--- config.mk ---
export PLATFORM = sky130hd
export DESIGN_NAME = scoreboard_ctrl
export DESIGN_NICKNAME = d
export VERILOG_FILES = /design/src/rtl/sb_pkg.sv /design/src/rtl/sb_reg_status.sv /design/src/rtl/sb_unit_entry.sv /design/src/rtl/sb_issue_sel.sv /design/src/rtl/sb_write_arb.sv /design/src/rtl/scoreboard_ctrl.sv
export SDC_FILE = /design/constraint.sdc
export NUM_CORES = 1
export LEC_CHECK = 0
export BUFFER_PORTS_ARGS = -buffer_cell sky130_fd_sc_hd__buf_2
export CAP_MARGIN = 20
export CELL_PAD_IN_SITES_DETAIL_PLACEMENT = 0
export CELL_PAD_IN_SITES_GLOBAL_PLACEMENT = 1
export CORE_MARGIN = 8
export CORE_UTILIZATION = 25
export DETAILED_ROUTE_END_ITERATION = 6
export PLACE_DENSITY_LB_ADDON = 0.15
export SYNTH_ARGS = -nofsm -noshare
export SYNTH_HDL_FRONTEND = slang
export SYNTH_SLANG_ARGS = --single-unit
--- constraint.sdc ---
create_clock -name clk -period 6.47 [get_ports clk]
set_input_delay 1.294 -clock clk [delete_from_list [all_inputs] [get_ports clk]]
set_output_delay 1.294 -clock clk [all_outputs]
set_load 0.02 [all_outputs]
--- src/rtl/sb_pkg.sv ---
package sb_pkg;

   // Phase of the instruction held by one execution unit
   typedef enum logic [1:0] {
      ST_IDLE = 2'd0,
      ST_WAIT = 2'd1,   // waiting for operands
      ST_EXEC = 2'd2,   // operands read, executing
      ST_DONE = 2'd3    // finished, waiting for a write grant
   } unit_state_e;

endpackage

--- src/rtl/sb_reg_status.sv ---
module sb_reg_status #(
   parameter int NUM_REG = 32,
   parameter int REG_W   = 5,
   parameter int FU_W    = 3
) (
   input  logic             clk,
   input  logic             rst_n,
   input  logic             set_we,
   input  logic [REG_W-1:0] set_reg,
   input  logic [FU_W-1:0]  set_fu,
   input  logic             clr_we,
   input  logic [REG_W-1:0] clr_reg,
   input  logic [FU_W-1:0]  clr_fu,
   input  logic [REG_W-1:0] a_reg,
   output logic             a_pend,
   output logic [FU_W-1:0]  a_fu,
   input  logic [REG_W-1:0] b_reg,
   output logic             b_pend,
   output logic [FU_W-1:0]  b_fu,
   input  logic [REG_W-1:0] c_reg,
   output logic             c_pend
);

   logic [NUM_REG-1:0] pend_q;
   logic [FU_W-1:0]    owner_q [NUM_REG];

   always_ff @(posedge clk) begin
      if (!rst_n) begin
         pend_q <= '0;
         for (int r = 0; r < NUM_REG; r++) owner_q[r] <= '0;
      end else begin
         // release only when the writer still owns the register
         if (clr_we && pend_q[clr_reg] && (owner_q[clr_reg] == clr_fu))
            pend_q[clr_reg] <= 1'b0;
         if (set_we) begin
            pend_q[set_reg]  <= 1'b1;
            owner_q[set_reg] <= set_fu;
         end
      end
   end

   assign a_pend = pend_q[a_reg];
   assign a_fu   = owner_q[a_reg];
   assign b_pend = pend_q[b_reg];
   assign b_fu   = owner_q[b_reg];
   assign c_pend = pend_q[c_reg];

endmodule

--- src/rtl/sb_unit_entry.sv ---
module sb_unit_entry
   import sb_pkg::*;
#(
   parameter int OP_W  = 4,
   parameter int REG_W = 5,
   parameter int FU_W  = 3
) (
   input  logic             clk,
   input  logic             rst_n,
   input  logic             load,
   input  logic [OP_W-1:0]  ld_op,
   input  logic [REG_W-1:0] ld_dst,
   input  logic [REG_W-1:0] ld_src1,
   input  logic [REG_W-1:0] ld_src2,
   input  logic             ld_q1_v,
   input  logic [FU_W-1:0]  ld_q1,
   input  logic             ld_q2_v,
   input  logic [FU_W-1:0]  ld_q2,
   input  logic             wake_v,
   input  logic [FU_W-1:0]  wake_fu,
   input  logic             exec_done,
   input  logic             free_i,
   output unit_state_e      state_o,
   output logic [OP_W-1:0]  op_o,
   output logic [REG_W-1:0] dst_o,
   output logic [REG_W-1:0] src1_o,
   output logic [REG_W-1:0] src2_o,
   output logic             rdy1_o,
   output logic             rdy2_o,
   output logic             read_req_o
);

   unit_state_e      st_q;
   logic [OP_W-1:0]  op_q;
   logic [REG_W-1:0] dst_q, s1_q, s2_q;
   logic [FU_W-1:0]  q1_q, q2_q;
   logic             q1_v_q, q2_v_q, r1_q, r2_q;

   assign read_req_o = (st_q == ST_WAIT) && r1_q && r2_q;

   always_ff @(posedge clk) begin
      if (!rst_n) begin
         st_q   <= ST_IDLE;
         op_q   <= '0;
         dst_q  <= '0;
         s1_q   <= '0;
         s2_q   <= '0;
         q1_q   <= '0;
         q2_q   <= '0;
         q1_v_q <= 1'b0;
         q2_v_q <= 1'b0;
         r1_q   <= 1'b0;
         r2_q   <= 1'b0;
      end else if (free_i) begin
         st_q   <= ST_IDLE;
         r1_q   <= 1'b0;
         r2_q   <= 1'b0;
         q1_v_q <= 1'b0;
         q2_v_q <= 1'b0;
      end else if (load) begin
         st_q   <= ST_WAIT;
         op_q   <= ld_op;
         dst_q  <= ld_dst;
         s1_q   <= ld_src1;
         s2_q   <= ld_src2;
         q1_q   <= ld_q1;
         q2_q   <= ld_q2;
         q1_v_q <= ld_q1_v;
         q2_v_q <= ld_q2_v;
         r1_q   <= !ld_q1_v;
         r2_q   <= !ld_q2_v;
      end else begin
         unique case (st_q)
            ST_WAIT: begin
               if (read_req_o) begin
                  // operands taken: clear flags so WAR checks see the read
                  st_q <= ST_EXEC;
                  r1_q <= 1'b0;
                  r2_q <= 1'b0;
               end else begin
                  if (wake_v && q1_v_q && (q1_q == wake_fu)) begin
                     r1_q   <= 1'b1;
                     q1_v_q <= 1'b0;
                  end
                  if (wake_v && q2_v_q && (q2_q == wake_fu)) begin
                     r2_q   <= 1'b1;
                     q2_v_q <= 1'b0;
                  end
               end
            end
            ST_EXEC: if (exec_done) st_q <= ST_DONE;
            default: ;
         endcase
      end
   end

   assign state_o = st_q;
   assign op_o    = op_q;
   assign dst_o   = dst_q;
   assign src1_o  = s1_q;
   assign src2_o  = s2_q;
   assign rdy1_o  = r1_q;
   assign rdy2_o  = r2_q;

endmodule

--- src/rtl/sb_issue_sel.sv ---
module sb_issue_sel #(
   parameter int                        NUM_FU    = 5,
   parameter int                        FU_W      = 3,
   parameter int                        CLS_W     = 2,
   parameter logic [NUM_FU*CLS_W-1:0]   CLASS_MAP = '0
) (
   input  logic [CLS_W-1:0]  req_class,
   input  logic [NUM_FU-1:0] unit_free,
   output logic              hit,
   output logic [FU_W-1:0]   sel
);

   logic [NUM_FU-1:0] cls_ok;

   for (genvar g = 0; g < NUM_FU; g++) begin : g_match
      assign cls_ok[g] = unit_free[g] &&
                         (CLASS_MAP[g*CLS_W +: CLS_W] == req_class);
   end

   // lowest matching index wins
   always_comb begin
      hit = 1'b0;
      sel = '0;
      for (int i = NUM_FU - 1; i >= 0; i--) begin
         if (cls_ok[i]) begin
            hit = 1'b1;
            sel = FU_W'(i);
         end
      end
   end

endmodule

--- src/rtl/sb_write_arb.sv ---
module sb_write_arb #(
   parameter int NUM_FU = 5,
   parameter int REG_W  = 5,
   parameter int FU_W   = 3
) (
   input  logic [NUM_FU-1:0]       fin,
   input  logic [NUM_FU-1:0]       rdy1,
   input  logic [NUM_FU-1:0]       rdy2,
   input  logic [NUM_FU*REG_W-1:0] dst_flat,
   input  logic [NUM_FU*REG_W-1:0] src1_flat,
   input  logic [NUM_FU*REG_W-1:0] src2_flat,
   output logic [NUM_FU-1:0]       grant,
   output logic                    grant_v,
   output logic [FU_W-1:0]         grant_fu,
   output logic [REG_W-1:0]        grant_dst
);

   logic [NUM_FU*NUM_FU-1:0] war_mat;
   logic [NUM_FU-1:0]        cand;

   for (genvar gi = 0; gi < NUM_FU; gi++) begin : g_wr
      for (genvar gk = 0; gk < NUM_FU; gk++) begin : g_rd
         if (gk == gi) begin : g_self
            assign war_mat[gi*NUM_FU+gk] = 1'b0;
         end else begin : g_other
            assign war_mat[gi*NUM_FU+gk] =
               (rdy1[gk] && (src1_flat[gk*REG_W +: REG_W] == dst_flat[gi*REG_W +: REG_W])) ||
               (rdy2[gk] && (src2_flat[gk*REG_W +: REG_W] == dst_flat[gi*REG_W +: REG_W]));
         end
      end
      assign cand[gi]  = fin[gi] && !(|war_mat[gi*NUM_FU +: NUM_FU]);
      assign grant[gi] = grant_v && (grant_fu == FU_W'(gi));
   end

   always_comb begin
      grant_v   = 1'b0;
      grant_fu  = '0;
      grant_dst = '0;
      for (int i = NUM_FU - 1; i >= 0; i--) begin
         if (cand[i]) begin
            grant_v   = 1'b1;
            grant_fu  = FU_W'(i);
            grant_dst = dst_flat[i*REG_W +: REG_W];
         end
      end
   end

endmodule

--- src/rtl/scoreboard_ctrl.sv ---
module scoreboard_ctrl
   import sb_pkg::*;
#(
   parameter int                      NUM_FU    = 5,
   parameter int                      NUM_REG   = 32,
   parameter int                      OP_W      = 4,
   parameter int                      CLS_W     = 2,
   // class per unit, unit 0 in the low bits: int, mul, mul, add, div
   parameter logic [NUM_FU*CLS_W-1:0] CLASS_MAP = 10'b11_10_01_01_00,
   localparam int                     REG_W     = $clog2(NUM_REG),
   localparam int                     FU_W      = $clog2(NUM_FU)
) (
   input  logic                   clk,
   input  logic                   rst_n,
   input  logic                   in_valid,
   input  logic [OP_W-1:0]        in_op,
   input  logic [CLS_W-1:0]       in_class,
   input  logic [REG_W-1:0]       in_dst,
   input  logic [REG_W-1:0]       in_src1,
   input  logic [REG_W-1:0]       in_src2,
   input  logic [NUM_FU-1:0]      unit_done,
   output logic                   issue_ok,
   output logic [FU_W-1:0]        issue_unit,
   output logic [NUM_FU-1:0]      read_en,
   output logic [NUM_FU-1:0]      write_grant,
   output logic [NUM_FU*OP_W-1:0] unit_op
);

   if (NUM_FU < 2) begin : g_bad_fu
      $error("scoreboard_ctrl: NUM_FU must be at least 2");
   end
   if (NUM_REG < 2 || NUM_REG != (1 << REG_W)) begin : g_bad_reg
      $error("scoreboard_ctrl: NUM_REG must be a power of two, at least 2");
   end
   if (OP_W < 1 || CLS_W < 1) begin : g_bad_w
      $error("scoreboard_ctrl: OP_W and CLS_W must be positive");
   end

   unit_state_e              ent_st [NUM_FU];
   logic [NUM_FU*REG_W-1:0]  dst_flat, src1_flat, src2_flat;
   logic [NUM_FU-1:0]        rdy1, rdy2, fin, unit_idle;

   logic             s1_pend, s2_pend, d_pend;
   logic [FU_W-1:0]  s1_fu, s2_fu;
   logic             sel_hit;
   logic [FU_W-1:0]  sel_fu;
   logic             wr_v;
   logic [FU_W-1:0]  wr_fu;
   logic [REG_W-1:0] wr_dst;
   logic             q1_v, q2_v;

   sb_reg_status #(.NUM_REG(NUM_REG), .REG_W(REG_W), .FU_W(FU_W)) u_regstat (
      .clk     (clk),
      .rst_n   (rst_n),
      .set_we  (issue_ok),
      .set_reg (in_dst),
      .set_fu  (sel_fu),
      .clr_we  (wr_v),
      .clr_reg (wr_dst),
      .clr_fu  (wr_fu),
      .a_reg   (in_src1),
      .a_pend  (s1_pend),
      .a_fu    (s1_fu),
      .b_reg   (in_src2),
      .b_pend  (s2_pend),
      .b_fu    (s2_fu),
      .c_reg   (in_dst),
      .c_pend  (d_pend)
   );

   sb_issue_sel #(.NUM_FU(NUM_FU), .FU_W(FU_W), .CLS_W(CLS_W),
                  .CLASS_MAP(CLASS_MAP)) u_sel (
      .req_class (in_class),
      .unit_free (unit_idle),
      .hit       (sel_hit),
      .sel       (sel_fu)
   );

   // structural and WAW checks gate issue
   assign issue_ok   = in_valid && sel_hit && !d_pend;
   assign issue_unit = sel_fu;

   // a producer granted this cycle counts as already delivered
   assign q1_v = s1_pend && !(wr_v && (s1_fu == wr_fu));
   assign q2_v = s2_pend && !(wr_v && (s2_fu == wr_fu));

   for (genvar g = 0; g < NUM_FU; g++) begin : g_unit
      sb_unit_entry #(.OP_W(OP_W), .REG_W(REG_W), .FU_W(FU_W)) u_ent (
         .clk        (clk),
         .rst_n      (rst_n),
         .load       (issue_ok && (sel_fu == FU_W'(g))),
         .ld_op      (in_op),
         .ld_dst     (in_dst),
         .ld_src1    (in_src1),
         .ld_src2    (in_src2),
         .ld_q1_v    (q1_v),
         .ld_q1      (s1_fu),
         .ld_q2_v    (q2_v),
         .ld_q2      (s2_fu),
         .wake_v     (wr_v),
         .wake_fu    (wr_fu),
         .exec_done  (unit_done[g]),
         .free_i     (write_grant[g]),
         .state_o    (ent_st[g]),
         .op_o       (unit_op[g*OP_W +: OP_W]),
         .dst_o      (dst_flat[g*REG_W +: REG_W]),
         .src1_o     (src1_flat[g*REG_W +: REG_W]),
         .src2_o     (src2_flat[g*REG_W +: REG_W]),
         .rdy1_o     (rdy1[g]),
         .rdy2_o     (rdy2[g]),
         .read_req_o (read_en[g])
      );
      assign unit_idle[g] = (ent_st[g] == ST_IDLE);
      assign fin[g]       = (ent_st[g] == ST_DONE);
   end

   sb_write_arb #(.NUM_FU(NUM_FU), .REG_W(REG_W), .FU_W(FU_W)) u_arb (
      .fin       (fin),
      .rdy1      (rdy1),
      .rdy2      (rdy2),
      .dst_flat  (dst_flat),
      .src1_flat (src1_flat),
      .src2_flat (src2_flat),
      .grant     (write_grant),
      .grant_v   (wr_v),
      .grant_fu  (wr_fu),
      .grant_dst (wr_dst)
   );

endmodule

* After elaboration in Yosys (flattened, before gate mapping)
Memory sizes are Yosys's and may differ from the RTL's.
Index checks and enable logic that the tools add are counted.
** Cells by class
- Bitwise gates (word level) :: 9
- Equality and inequality tests :: 104
- Magnitude comparators :: 6
- Reduce and logical (&&, ||, !) cells :: 224
- Mux-type cells :: 147
** Operators with widths (count)
- $eq 5x5->1 :: 40
- $mux 1 :: 106
- $logic_and 1x1->1 :: 100
- $mux 32 :: 3
- $reduce_and 3->1 :: 20
- $reduce_bool 3->1 :: 15
- $reduce_bool 2->1 :: 20
- $eq 3x3->1 :: 13
- $mux 3 :: 11
- $and 32x32->32 :: 1
- $not 32->32 :: 1
- $or 32x32->32 :: 1
- $mux 5 :: 6
- $reduce_and 2->1 :: 15
- $lt 5x6->1 const B :: 4
- $bmux 1 s5 :: 4
- $eq 2x2->1 const B :: 10
- $logic_or 1x1->1 :: 20
- $mux 2 :: 10
- $ne 2x1->1 const B :: 10
- $pmux 2 s2 :: 5
- $reduce_or 4->1 :: 5
- $reduce_or 3->1 :: 6
- $ne 3x1->1 const B :: 5
- other kinds (15) :: 59
** Storage, ports and cells
- Memories :: 1
- Word-level logic and storage cells :: 552
- Bits in writable memories :: 96
- Output and inout bits :: 34
- Input bits :: 29
- Register bits :: 187
** Memory list
- u_regstat.owner_q :: depth 32, width 3, read ports 3, clocked after Yosys merged registers in 0, wr ports 32, line sb_reg_status.sv:25 : logic [FU_W-1:0] owner_q [NUM_REG];

* Depth between registers and ports, before layout
Gate-level depths: netlist (run 1).
- Word-level depth :: 21
- Mapped depth :: 20

* Cells and area by module
Synthesis (run 1) repeated with hierarchy kept, for this count alone.
** Unflattened totals
- Cells, all modules :: 1916
- Area total of the unflattened synthesis :: 18675.4 um2
** By module, submodules not included
- sb_reg_status :: sequential area each 3523.4 um2, instances 1, area each 8818.5 um2, cells each 719
- sb_unit_entry :: sequential area each 620.6 um2, instances 5, area each 1352.5 um2, cells each 159
- sb_write_arb :: sequential area each 0.0 um2, instances 1, area each 2813.9 um2, cells each 365
- scoreboard_ctrl :: sequential area each 0.0 um2, instances 1, area each 211.5 um2, cells each 29
- sb_issue_sel :: sequential area each 0.0 um2, instances 1, area each 68.8 um2, cells each 8

* Least setup slack after synthesis (run 1)
OpenSTA, ideal clock, no wires.
- Path kind :: input-to-reg
- Start point :: input in_dst[0]
- End point :: register g_unit[0].u_ent.s1_q[2]
- Data arrival time :: 4.995 ns
- Stages on the path :: 12
- Buffers on the path :: 2
- Data required time :: 6.347 ns
- Path slack :: 1.352 ns
- Cell sequence :: clkbuf_1 > mux4_2 > nor2b_1 > a21oi_1 > nand4_1 > nor4_1 > nand2_1 > nor3_1 > nand2_1 > clkbuf_1 > nand2_1 > a21boi_0
** Between the ends
- Cells in the longest elaborated chain, start to end :: 6
** Ends and longest elaborated chain
- start, declared :: line scoreboard_ctrl.sv:18 : input logic [REG_W-1:0] in_dst,
- $bmux 1 s5 :: line sb_reg_status.sv:46 : assign c_pend = pend_q[c_reg];
- $mux 1 (implied by the code) :: line sb_reg_status.sv:46
- $logic_not 1->1 :: line scoreboard_ctrl.sv:80 : assign issue_ok = in_valid && sel_hit && !d_pend;
- $logic_and 1x1->1 :: line scoreboard_ctrl.sv:80
- via issue_ok :: line scoreboard_ctrl.sv:22 : output logic issue_ok,
- $logic_and 1x1->1 :: line scoreboard_ctrl.sv:91 : .load (issue_ok && (sel_fu == FU_W'(g))),
- $reduce_and 2->1 (no source line)
- end signal, assigned :: line sb_unit_entry.sv:64 : s1_q <= ld_src1;
- end, declared :: line sb_unit_entry.sv:35 : logic [REG_W-1:0] dst_q, s1_q, s2_q;
The timed path passes the listed nets, and every way through them passes these cells. The select of a mux whose other input is x is not followed.
A chain may end at the register's enable or synchronous reset.

* Final worst setup path (run 1)
- Start point :: register g_unit[0].u_ent.dst_q[3]
- End point :: register u_regstat.pend_q[16]
** Between the ends
- Cells in the longest elaborated chain, start to end :: 17
** Ends and longest elaborated chain
- start, declared :: line sb_unit_entry.sv:35
- start signal, assigned :: line sb_unit_entry.sv:63 : dst_q <= ld_dst;
- $eq 5x5->1 (on tied branches) :: line sb_write_arb.sv:27, sb_write_arb.sv:28
- $logic_and 1x1->1 (on tied branches) :: line sb_write_arb.sv:27, sb_write_arb.sv:28
- $logic_or 1x1->1 :: line sb_write_arb.sv:27 : (rdy1[gk] && (src1_flat[gk*REG_W +: REG_W] == dst_flat[gi*REG_W +: REG_W])) ||
- $reduce_or 4->1 :: line sb_write_arb.sv:31 : assign cand[gi] = fin[gi] && !(|war_mat[gi*NUM_FU +: NUM_FU]);
- $logic_not 1->1 :: line sb_write_arb.sv:31
- $logic_and 1x1->1 :: line sb_write_arb.sv:31
- $mux 5 :: line sb_write_arb.sv:40 : if (cand[i]) begin
- $lt 5x6->1 (implied by the code) or $ge 5x1->1 (tied branches) :: line sb_reg_status.sv:34 : pend_q[clr_reg] <= 1'b0;
- $logic_and 1x1->1 (implied by the code) :: line sb_reg_status.sv:34
- $mux 1 (implied by the code) :: line sb_reg_status.sv:34
- $demux 1 s5
- $not 32->32 (no source line)
- $and 32x32->32 (no source line)
- $mux 32 * :: line sb_reg_status.sv:33 : if (clr_we && pend_q[clr_reg] && (owner_q[clr_reg] == clr_fu))
- $mux 32 * :: line sb_reg_status.sv:28 : if (!rst_n) begin
- $or 32x32->32 (no source line)
- $mux 32 * :: line sb_reg_status.sv:35 : if (set_we) begin
- end signal, assigned :: line sb_reg_status.sv:29 : pend_q <= '0;
- end signal, assigned by index :: line sb_reg_status.sv:34
- end signal, assigned by index :: line sb_reg_status.sv:36 : pend_q[set_reg] <= 1'b1;
- end, declared :: line sb_reg_status.sv:24 : logic [NUM_REG-1:0] pend_q;
Every way passes the cells marked *; elsewhere a longest branch is shown, timed or not. The select of a mux whose other input is x is not followed.

==> flow_summary.toml, run 1 <==
[run_status]
status = "completed"

[synth]
synth_top_area_share_pct = 19.8
post_synth.cell_area_avg_sq_um = 8.87
netlist_top_cells_area = "dfxtp_1, edfxtp_1, mux4_2, nand2_1, xor2_1"
ys_seq_area_share_pct = 35.1
synth-edff-count = 96
synth-main-ff-cell = "dfxtp_1"
synth.distinct_cells = 72
async_reset_ff_share_pct = 0
yosysWarnings = 0
netlist_instances = 2128
ys_ff_latch = 283
synth_area_sq_um = 18900
yosysTopAreaCell = "dfxtp_1"
syn_nets = 2177

[sta]
fin_crit_sh_pct = 93.8
worst_pin_slew_ns = 1.03
fmax_mhz = 165
report.final.slew_viol_count = 0
finalCriticalPeriod_ns = 6.07
skew_ns = 0.0259
slew_headroom_pct = 31.5
setup_viol = 0
hold_viol = 0
rsz0062_at_grt = "false"
setup_slack_ns = 0.400
holdWs_ns = 0.457
setup_tns_ns = 0

[final_layout]
multi_input_comb_area_sq_um = 11100
area_delta_synth_final_pct = 11.8
diodes = 0
fin_area_sq_um = 21100
drive_gt1_share_pct = 15.3
nets = 2103
regArea_sq_um = 6630
instances_no_fill = 3053
fillerInstances = 7916

[route]
viasPerCell = 5.33
vias = 16269
drc = 0
drt-initial-drc-count = 1317
wl_per_cell_microns = 26.5
drt-pass1-iter-count = 5
ant_nets = 0
wl_microns = 81000

[setup_path]
cp_max_fo = 32
startpoint_type = "flop"
cp.arrival_ns = 6.49
timing.rr.end = "u_regstat.pend_q[16]$_SDFF_PN0_"
end_kind = "flop"
critPathKind = "flop to flop"
r2r_slack_ns = 0.40
rr_worst_depth = 17
critPathRequiredTime_ns = 6.89
r2r_start = "g_unit[0].u_ent.dst_o[3]$_SDFFE_PN0P_"

[cts]
cts_resized = 0
cts_tree = "done"
htree_levels = 2
cts-hold-fix-buffers = 0
cts_buffer_depth = 3
clock_latency_ns = 0.57
numCtsBuffers = 38
cts_sinks = 283
post-cts-setup-buffer-count = 0
clk_pin_slew_ns = 0.06
root_buffer = "clkbuf_16"

[pwr]
seq_power_share_pct = 36.7
p_sw_uw = 2440
vdd_drop_max_v = 0.000151
p_leak_uw = 0.00769
internal-power_uw = 3960
power_density_nw_per_um2 = 304
combPwrFrac_pct = 29.9
switching_share_pct = 38.1
pwr-share-clk_pct = 33.3

[die]
start_util_pct = 25.3
die_h_microns = 291
die_area_sq_um = 84500
rows = 100
die_w_microns = 291
ioPinCount = 63
fp.coreArea_sq_um = 74600

[placement]
dp_cells = 2983
globalplace.congestion = 0.880
dpl.hpwl_microns = 57300
post-place-ws_ns = 0.342
port_buffers = 62
place_area_sq_um = 19900

[grt]
grt_pass1_wl_microns = 118000
grt_usage_pct = 18.5
grt_max_degree = 65
grt_pass1_vias = 16233
antenna_found_initial = 2
grt_overflow = 0

[hold_path]
whs_endpoint = "g_unit[4].u_ent.op_o[0]$_SDFFE_PN0P_"
hold-path-cell-count = 2
hp-start = "g_unit[4].u_ent.op_o[0]$_SDFFE_PN0P_"
min_path_type = "flop to flop"

[run]
max_cap_viol_count = 0
kinds of logic (layout without fill, tap and decap cells):
kind of cell	after synthesis	count (layout)	share of synthesized area [%]
fa+ha+maj	20	20	1.33
xor+xnor	213	213	9.88
flops	283	283	35.1
buf+inv	283	239	6.73
compound gates	395	395	14.6
simple gates	815	815	20.1
mux	119	119	12.3
placed cells by master, fill, tap and decap left out, types with 38 or more instances in the layout:
cell type,Yosys,layout
o22ai_1,38,38
edfxtp_1,96,96
buf_4,28,59
mux4_2,89,89
buf_2,70,61
nor4_1,61,60
nor2_1,163,160
xor2_1,142,142
inv_1,45,45
a21oi_1,82,79
o21ai_0,56,56
dfxtp_1,187,187
clkbuf_16,0,39
nand2_1,333,333
xnor2_1,71,71
nand3_1,59,58
nor3_1,69,67
a21boi_0,95,95
per-layer routing:
layer	up-vias	routed length, microns	track usage (%)
met1	8254	36100	24.4
met3	122	3780	2.57
li1	7421	-	-
met2	472	38700	31.1
met5	-	0	0
met4	0	2390	5.64
power by group through the flow:
| stage | clock [uW] | sequential [uW] | combinational, uW |
|---|---|---|---|
| after CTS | 2200 | 2350 | 1930 |
| final | 2130 | 2350 | 1920 |
| after floorplan | 0 | 2160 | 1420 |
| after global routing | 2250 | 2380 | 2100 |
| after detailed placement | 0 | 2390 | 1920 |
| after global placement | 0 | 2390 | 1900 |
sequential cells by signal, summed over array words and instances (netlist names), 10 cells and up:
register / flops
u_regstat.pend_q: 32
g_unit.u_ent.dst_o: 25
g_unit.u_ent.op_o: 20
g_unit.u_ent.q2_q: 15
g_unit.u_ent.state_o: 10
g_unit.u_ent.src2_o: 25
g_unit.u_ent.src1_o: 25
u_regstat.owner_q: 96
g_unit.u_ent.q1_q: 15
worst max-delay path, stage by stage, from the launching register on:
cell      delay, ns
dfxtp_1        0.79
xor2_1         0.14
nor4_1         0.50
nand3_1        0.21
and4_1         0.30
nand3_2        0.09
buf_4          0.33
and2_1         0.53
a41oi_2        0.46
or3_1          0.68
a211oi_1       0.61
a31oi_1        0.12
nand4_1        0.15
xnor2_1        0.18
o211ai_2       0.12
buf_4          0.27
o41ai_1        0.29
o22ai_1        0.13
layout make-up:
| class | instances | share of cell area (%) |
|---|---|---|
| timing repair buffer | 122 | 3.70 |
| tap | 969 | 5.75 |
| clock buffer | 50 | 4.87 |
| clock inverter | 20 | 0.979 |
| multi-input combinational | 1562 | 52.5 |
| sequential | 283 | 31.4 |
| inverter | 47 | 0.836 |
metrics by stage:
| step | power (uW) | util [%] |
|---|---|---|
| after floorplan | 3580 | - |
| after global placement | 4290 | 26.6 |
| after detailed placement | 4310 | 26.6 |
| after CTS | 6480 | 28.3 |
| after global routing | 6730 | 28.3 |
| final | 6400 | 28.3 |
synth_stat cells, drive strengths merged (3+ instances only):
library cell    n
edfxtp         96
nand4          23
nand2         333
xnor2          71
nand3          60
nor4           61
buf           108
xor2          142
o41ai           7
nor2b           6
nor2          163
ha             20
and3           13
nor3           69
dfxtp         187
a31o            3
o22ai          38
mux4           89
a22oi           8
a21oi          84
clkbuf        128
o2111ai         5
o211a           4
nand3b         11
a21boi         95
o211ai          9
nand2b          7
nor3b          32
a221oi         13
a211oi         15
and2           12
mux2i          19
and4           10
or2             3
o21ai          59
o2111a          9
a31oi          19
inv            45
o21a            8
a22o            4
mux2           11
or3             8
worst max-delay path by stage:
stage	startpoint	slack (ns)	end	depth (start not counted)
6_report	g_unit[0].u_ent.dst_o[3]$_SDFFE_PN0P_	0.40	u_regstat.pend_q[16]$_SDFF_PN0_	17
3_3_place_gp	g_unit[0].u_ent.dst_o[3]$_SDFFE_PN0P_	0.32	u_regstat.pend_q[16]$_SDFF_PN0_	17
4_1_cts	g_unit[0].u_ent.dst_o[3]$_SDFFE_PN0P_	0.26	u_regstat.pend_q[16]$_SDFF_PN0_	17
3_5_place_dp	g_unit[0].u_ent.dst_o[3]$_SDFFE_PN0P_	0.34	u_regstat.pend_q[17]$_SDFF_PN0_	17
2_1_floorplan	in_dst[0]	1.35	g_unit[0].u_ent.src1_o[2]$_SDFFE_PN0P_	12
5_1_grt	g_unit[0].u_ent.dst_o[3]$_SDFFE_PN0P_	0.09	u_regstat.pend_q[17]$_SDFF_PN0_	17
Power figures use the tool's default switching activity.
==> run 2: changes to the inputs <==
- REMOVE_ABC_BUFFERS: default -> 1
==> flow_summary.toml, run 2 (same netlist as run 1, synthesis figures left out) <==
[run_status]
status = "completed"

[cts]
numCtsBuffers = 38
cts_resized = 0
cts_buffer_depth = 3
root_buffer = "clkbuf_16"
cts-hold-fix-buffers = 0
htree_levels = 2
clock_latency_ns = 0.57
clk_pin_slew_ns = 0.06
cts_sinks = 283
post-cts-setup-buffer-count = 0
cts_tree = "done"

[die]
rows = 100
ioPinCount = 63
die_h_microns = 291
fp.coreArea_sq_um = 74600
die_w_microns = 291
die_area_sq_um = 84500
start_util_pct = 25.3

[setup_path]
cp.arrival_ns = 6.29
cp_max_fo = 32
critPathRequiredTime_ns = 6.90
r2r_start = "g_unit[1].u_ent.dst_o[1]$_SDFFE_PN0P_"
startpoint_type = "flop"
rr_worst_depth = 17
r2r_slack_ns = 0.61
timing.rr.end = "u_regstat.pend_q[17]$_SDFF_PN0_"
critPathKind = "flop to flop"
end_kind = "flop"

[sta]
skew_ns = 0.0238
hold_viol = 0
setup_slack_ns = 0.611
report.final.slew_viol_count = 0
rsz0062_at_grt = "false"
setup_tns_ns = 0
fin_crit_sh_pct = 90.6
slew_headroom_pct = 29.9
setup_viol = 0
finalCriticalPeriod_ns = 5.86
fmax_mhz = 171
worst_pin_slew_ns = 1.05

[placement]
dpl.hpwl_microns = 56300
place_area_sq_um = 19900
port_buffers = 62
post-place-ws_ns = 0.660
globalplace.congestion = 0.876

[grt]
grt_max_degree = 73
antenna_found_initial = 1
grt_pass1_vias = 15960
grt_usage_pct = 18.3
grt_overflow = 0
grt_pass1_wl_microns = 117000

[final_layout]
fillerInstances = 7850
diodes = 0
final_cell_mix = "nand2_1, dfxtp_1, nor2_1"
area_delta_synth_final_pct = 12.5
fin_area_sq_um = 21200
top_register = "u_regstat.owner_q"
multi_input_comb_area_sq_um = 11100
nets = 2106
regArea_sq_um = 6630
drive_gt1_share_pct = 15.6
reg_top3 = "u_regstat.owner_q: 96 flops, u_regstat.pend_q: 32 flops"
final_common_cell = "nand2_1"
largest_reg_flops = 96

[hold_path]
whs_endpoint = "g_unit[2].u_ent.op_o[3]$_SDFFE_PN0P_"
min_path_type = "flop to flop"
hold-path-cell-count = 2
hp-start = "g_unit[2].u_ent.op_o[3]$_SDFFE_PN0P_"

[pwr]
power_density_nw_per_um2 = 308
internal-power_uw = 4070
p_leak_uw = 0.00776
vdd_drop_max_v = 0.000164
combPwrFrac_pct = 29.7
seq_power_share_pct = 35.9
pwr-share-clk_pct = 34.5
finalPower_uw = 6530
p_sw_uw = 2460
switching_share_pct = 37.7

[route]
wl_per_cell_microns = 26.3
vias = 16314
viasPerCell = 5.34
drt-initial-drc-count = 1373
drt-pass1-iter-count = 5
wl_microns = 80400
ant_nets = 0
drc = 0

[run]
max_cap_viol_count = 0
-- run 2: changes by cell type in the layout (fill, tap and decap cells not counted) --
cell	previous run	this run
a41oi_2	1	0
clkbuf_1	10	1
clkinv_2	7	8
buf_12	1	4
clkbuf_8	1	6
clkinv_8	2	1
clkinv_1	6	8
a21oi_4	2	3
o21ai_2	2	0
clkbuf_16	39	38
o21ai_4	1	3
a41oi_1	0	1
bufinv_16	3	5
a21oi_2	3	2
-- run 2: layout make-up --
cell class              count  area share, %
inverters                  47          0.831
clock buffers              45           4.88
multi-input cells        1562           52.2
clock inverters            24           1.24
well taps                 969           5.71
flip-flops and latches    283           31.2
repair buffers            125           3.95
-- run 2: critical path, cell delays in order (launching register included) --
cell and delay, ns:
dfxtp_1 0.90, xor2_1 0.15, nor4_1 0.37, nand3_1 0.13, and4_1 0.29, nand3_1 0.10
buf_4 0.23, and2_1 0.44, a41oi_1 0.52, or3_1 0.72, a211oi_1 0.58, a31oi_1 0.19
nand4_1 0.16, xnor2_1 0.13, o211ai_2 0.10, buf_4 0.27, o41ai_1 0.28, o22ai_1 0.12
-- run 2: worst max-delay path by stage --
stage	slack (ns)	to	start	depth (start not counted)
after floorplan	0.58	u_regstat.pend_q[16]$_SDFF_PN0_	g_unit[0].u_ent.dst_o[2]$_SDFFE_PN0P_	15
after global placement	0.64	u_regstat.pend_q[17]$_SDFF_PN0_	g_unit[0].u_ent.dst_o[0]$_SDFFE_PN0P_	17
after detailed placement	0.66	u_regstat.pend_q[16]$_SDFF_PN0_	g_unit[0].u_ent.dst_o[0]$_SDFFE_PN0P_	17
after CTS	0.62	u_regstat.pend_q[16]$_SDFF_PN0_	g_unit[0].u_ent.dst_o[0]$_SDFFE_PN0P_	17
after global routing	0.32	u_regstat.pend_q[16]$_SDFF_PN0_	g_unit[0].u_ent.dst_o[0]$_SDFFE_PN0P_	17
final	0.61	u_regstat.pend_q[17]$_SDFF_PN0_	g_unit[1].u_ent.dst_o[1]$_SDFFE_PN0P_	17
-- run 2: power by group through the flow --
stage | Clock, uW | Sequential (uW) | Combinational, uW
floorplan | 0 | 2260 | 1180
global placement | 0 | 2380 | 1930
detailed placement | 0 | 2380 | 1940
CTS | 2310 | 2340 | 1950
global route | 2370 | 2370 | 2120
finish | 2250 | 2340 | 1940
-- run 2: per-stage QoR --
step	utilization (%)	cells	hold slack [ns]
after detailed placement	26.7	2986	0.456
after CTS	28.5	3055	0.464
after floorplan	-	1892	0.449
final	28.5	3055	0.461
after global routing	28.5	3055	0.489
after global placement	26.7	2986	0.453
-- run 2: routing by layer --
metal	up-vias	track usage, %	part of all wire [%]
met5	-	0	0
met4	0	4.91	2.5
met3	109	2.06	4.5
met2	508	30.7	47
met1	8259	24.9	46
li1	7438	-	-
==> run 3: changes to the inputs <==
- GPL_TIMING_DRIVEN: default -> 0
==> flow_summary.toml, run 3 (same netlist as run 1, synthesis figures left out) <==
[setup_path]
critPathKind = "flop to flop"
end_kind = "flop"
critPathRequiredTime_ns = 6.90
rr_worst_depth = 16
crit_slowest_cell = "dfxtp_1"
critPathBufInv = 1
crit_cells = 16
crit_chain = "xnor2_1, nand4_1, o21ai_0, a31oi_1, nand3_1, and2_1, a41oi_2, or3_1, a211oi_1, a31oi_1, nand4_1, a211oi_2, o211ai_4, buf_12, o41ai_1, o22ai_1"
crit_family = "compound AO/OA/AOI/OAI gates"
cp.arrival_ns = 6.61
startpoint_type = "flop"
crit_path_max_incr_delay_ns = 0.78
cp_max_fo = 24

[die]
rows = 100
die_h_microns = 291
die_w_microns = 291
ioPinCount = 63
die_area_sq_um = 84500
start_util_pct = 25.3
fp.coreArea_sq_um = 74600

[sta]
skew_ns = 0.0242
fmax_mhz = 162
hold_viol = 0
fin_crit_sh_pct = 95.5
setup_viol = 0
report.final.slew_viol_count = 0
rsz0062_at_grt = "false"
setup_tns_ns = 0
worst_pin_slew_ns = 1.05
slew_headroom_pct = 29.7
finalCriticalPeriod_ns = 6.18

[grt]
antenna_found_initial = 1
grt_pass1_wl_microns = 115000
grt_usage_pct = 18.2
grt_overflow = 0
grt_max_degree = 125
grt_pass1_vias = 15767

[final_layout]
final_common_cell = "nand2_1"
nets = 2073
diodes = 0
final_cell_mix = "nand2_1, dfxtp_1, nor2_1"
area_delta_synth_final_pct = 13.0
fillerInstances = 7766
largest_reg_flops = 96
final_util_pct = 28.6
drive_gt1_share_pct = 14.6
fin_area_sq_um = 21300
top_register = "u_regstat.owner_q"
reg_top3 = "u_regstat.owner_q: 96 flops, u_regstat.pend_q: 32 flops"

[cts]
cts_resized = 10
post-cts-setup-buffer-count = 0
htree_levels = 2
root_buffer = "clkbuf_16"
numCtsBuffers = 38
clock_latency_ns = 0.57
cts_sinks = 283
clk_pin_slew_ns = 0.06
cts_tree = "done"
cts_buffer_depth = 3
cts-hold-fix-buffers = 0

[pwr]
p_leak_uw = 0.00771
power_density_nw_per_um2 = 305
vdd_drop_max_v = 0.000156

[route]
wl_per_cell_microns = 26.4
viasPerCell = 5.30
drc = 0
ant_nets = 0
drt-pass1-iter-count = 5
vias = 16014
wl_microns = 79600
drt-initial-drc-count = 1165

[run]
max_cap_viol_count = 0

[placement]
globalplace.congestion = 0.811
port_buffers = 62
dpl.hpwl_microns = 53800
place_area_sq_um = 20000

[hold_path]
hold-path-cell-count = 2
min_path_type = "flop to flop"

[run_status]
status = "completed"
-- run 3: layout make-up --
class	count	area [sq um]	share of cell area (%)
inverters	47	178	0.833
multi-input cells	1562	11100	52.2
clock buffers	48	998	4.68
well taps	969	1210	5.68
repair buffers	92	952	4.46
flip-flops and latches	283	6640	31.1
clock inverters	20	225	1.06
-- run 3: path summary, 6_finish.rpt --
kind / start / to / slack [ns]
max: g_unit[1].u_ent.dst_o[0]$_SDFFE_PN0P_ / u_regstat.pend_q[17]$_SDFF_PN0_ / 0.29
min: g_unit[3].u_ent.op_o[2]$_SDFFE_PN0P_ / g_unit[3].u_ent.op_o[2]$_SDFFE_PN0P_ / 0.46
max reg2reg: g_unit[1].u_ent.dst_o[0]$_SDFFE_PN0P_ / u_regstat.pend_q[17]$_SDFF_PN0_ / 0.29
min reg2reg: g_unit[3].u_ent.op_o[2]$_SDFFE_PN0P_ / g_unit[3].u_ent.op_o[2]$_SDFFE_PN0P_ / 0.46
-- run 3: worst register-to-register path: stages (launching register included) --
cell and delay (ns):
dfxtp_1 0.78, xnor2_1 0.16, nand4_1 0.09, o21ai_0 0.15, a31oi_1 0.59, nand3_1 0.63
and2_1 0.52, a41oi_2 0.51, or3_1 0.61, a211oi_1 0.19, a31oi_1 0.42, nand4_1 0.17
a211oi_2 0.36, o211ai_4 0.21, buf_12 0.22, o41ai_1 0.31, o22ai_1 0.14
-- run 3: metal layers --
| layer | wire, microns | global-route usage [%] | vias up |
|---|---|---|---|
| li1 | - | - | 7356 |
| met1 | 36400 | 24.5 | 8105 |
| met2 | 37900 | 30.4 | 443 |
| met3 | 3340 | 2.21 | 110 |
| met4 | 2040 | 5.04 | 0 |
| met5 | 0 | 0 | - |
-- run 3: power by group --
part / total, uW / internal (uW) / switching (uW) / leakage (uW)
Clock: 2150 / 1260 / 890 / 0.000587
Sequential: 2340 / 2020 / 325 / 0.00251
Combinational: 2010 / 760 / 1250 / 0.00461
Total: 6510 / 4040 / 2470 / 0.00771
-- run 3: stage by stage --
stage                     hold slack [ns]  power, uW  setup slack, ns  cells
after floorplan                     0.449       3440            0.576   1892
after global placement              0.451       4230            -3.87   2923
after detailed placement            0.455       4390           -0.405   2952
after CTS                           0.463       6570            0.125   3020
after global routing                0.480       6850           0.0975   3021
final                               0.459       6510            0.293   3021
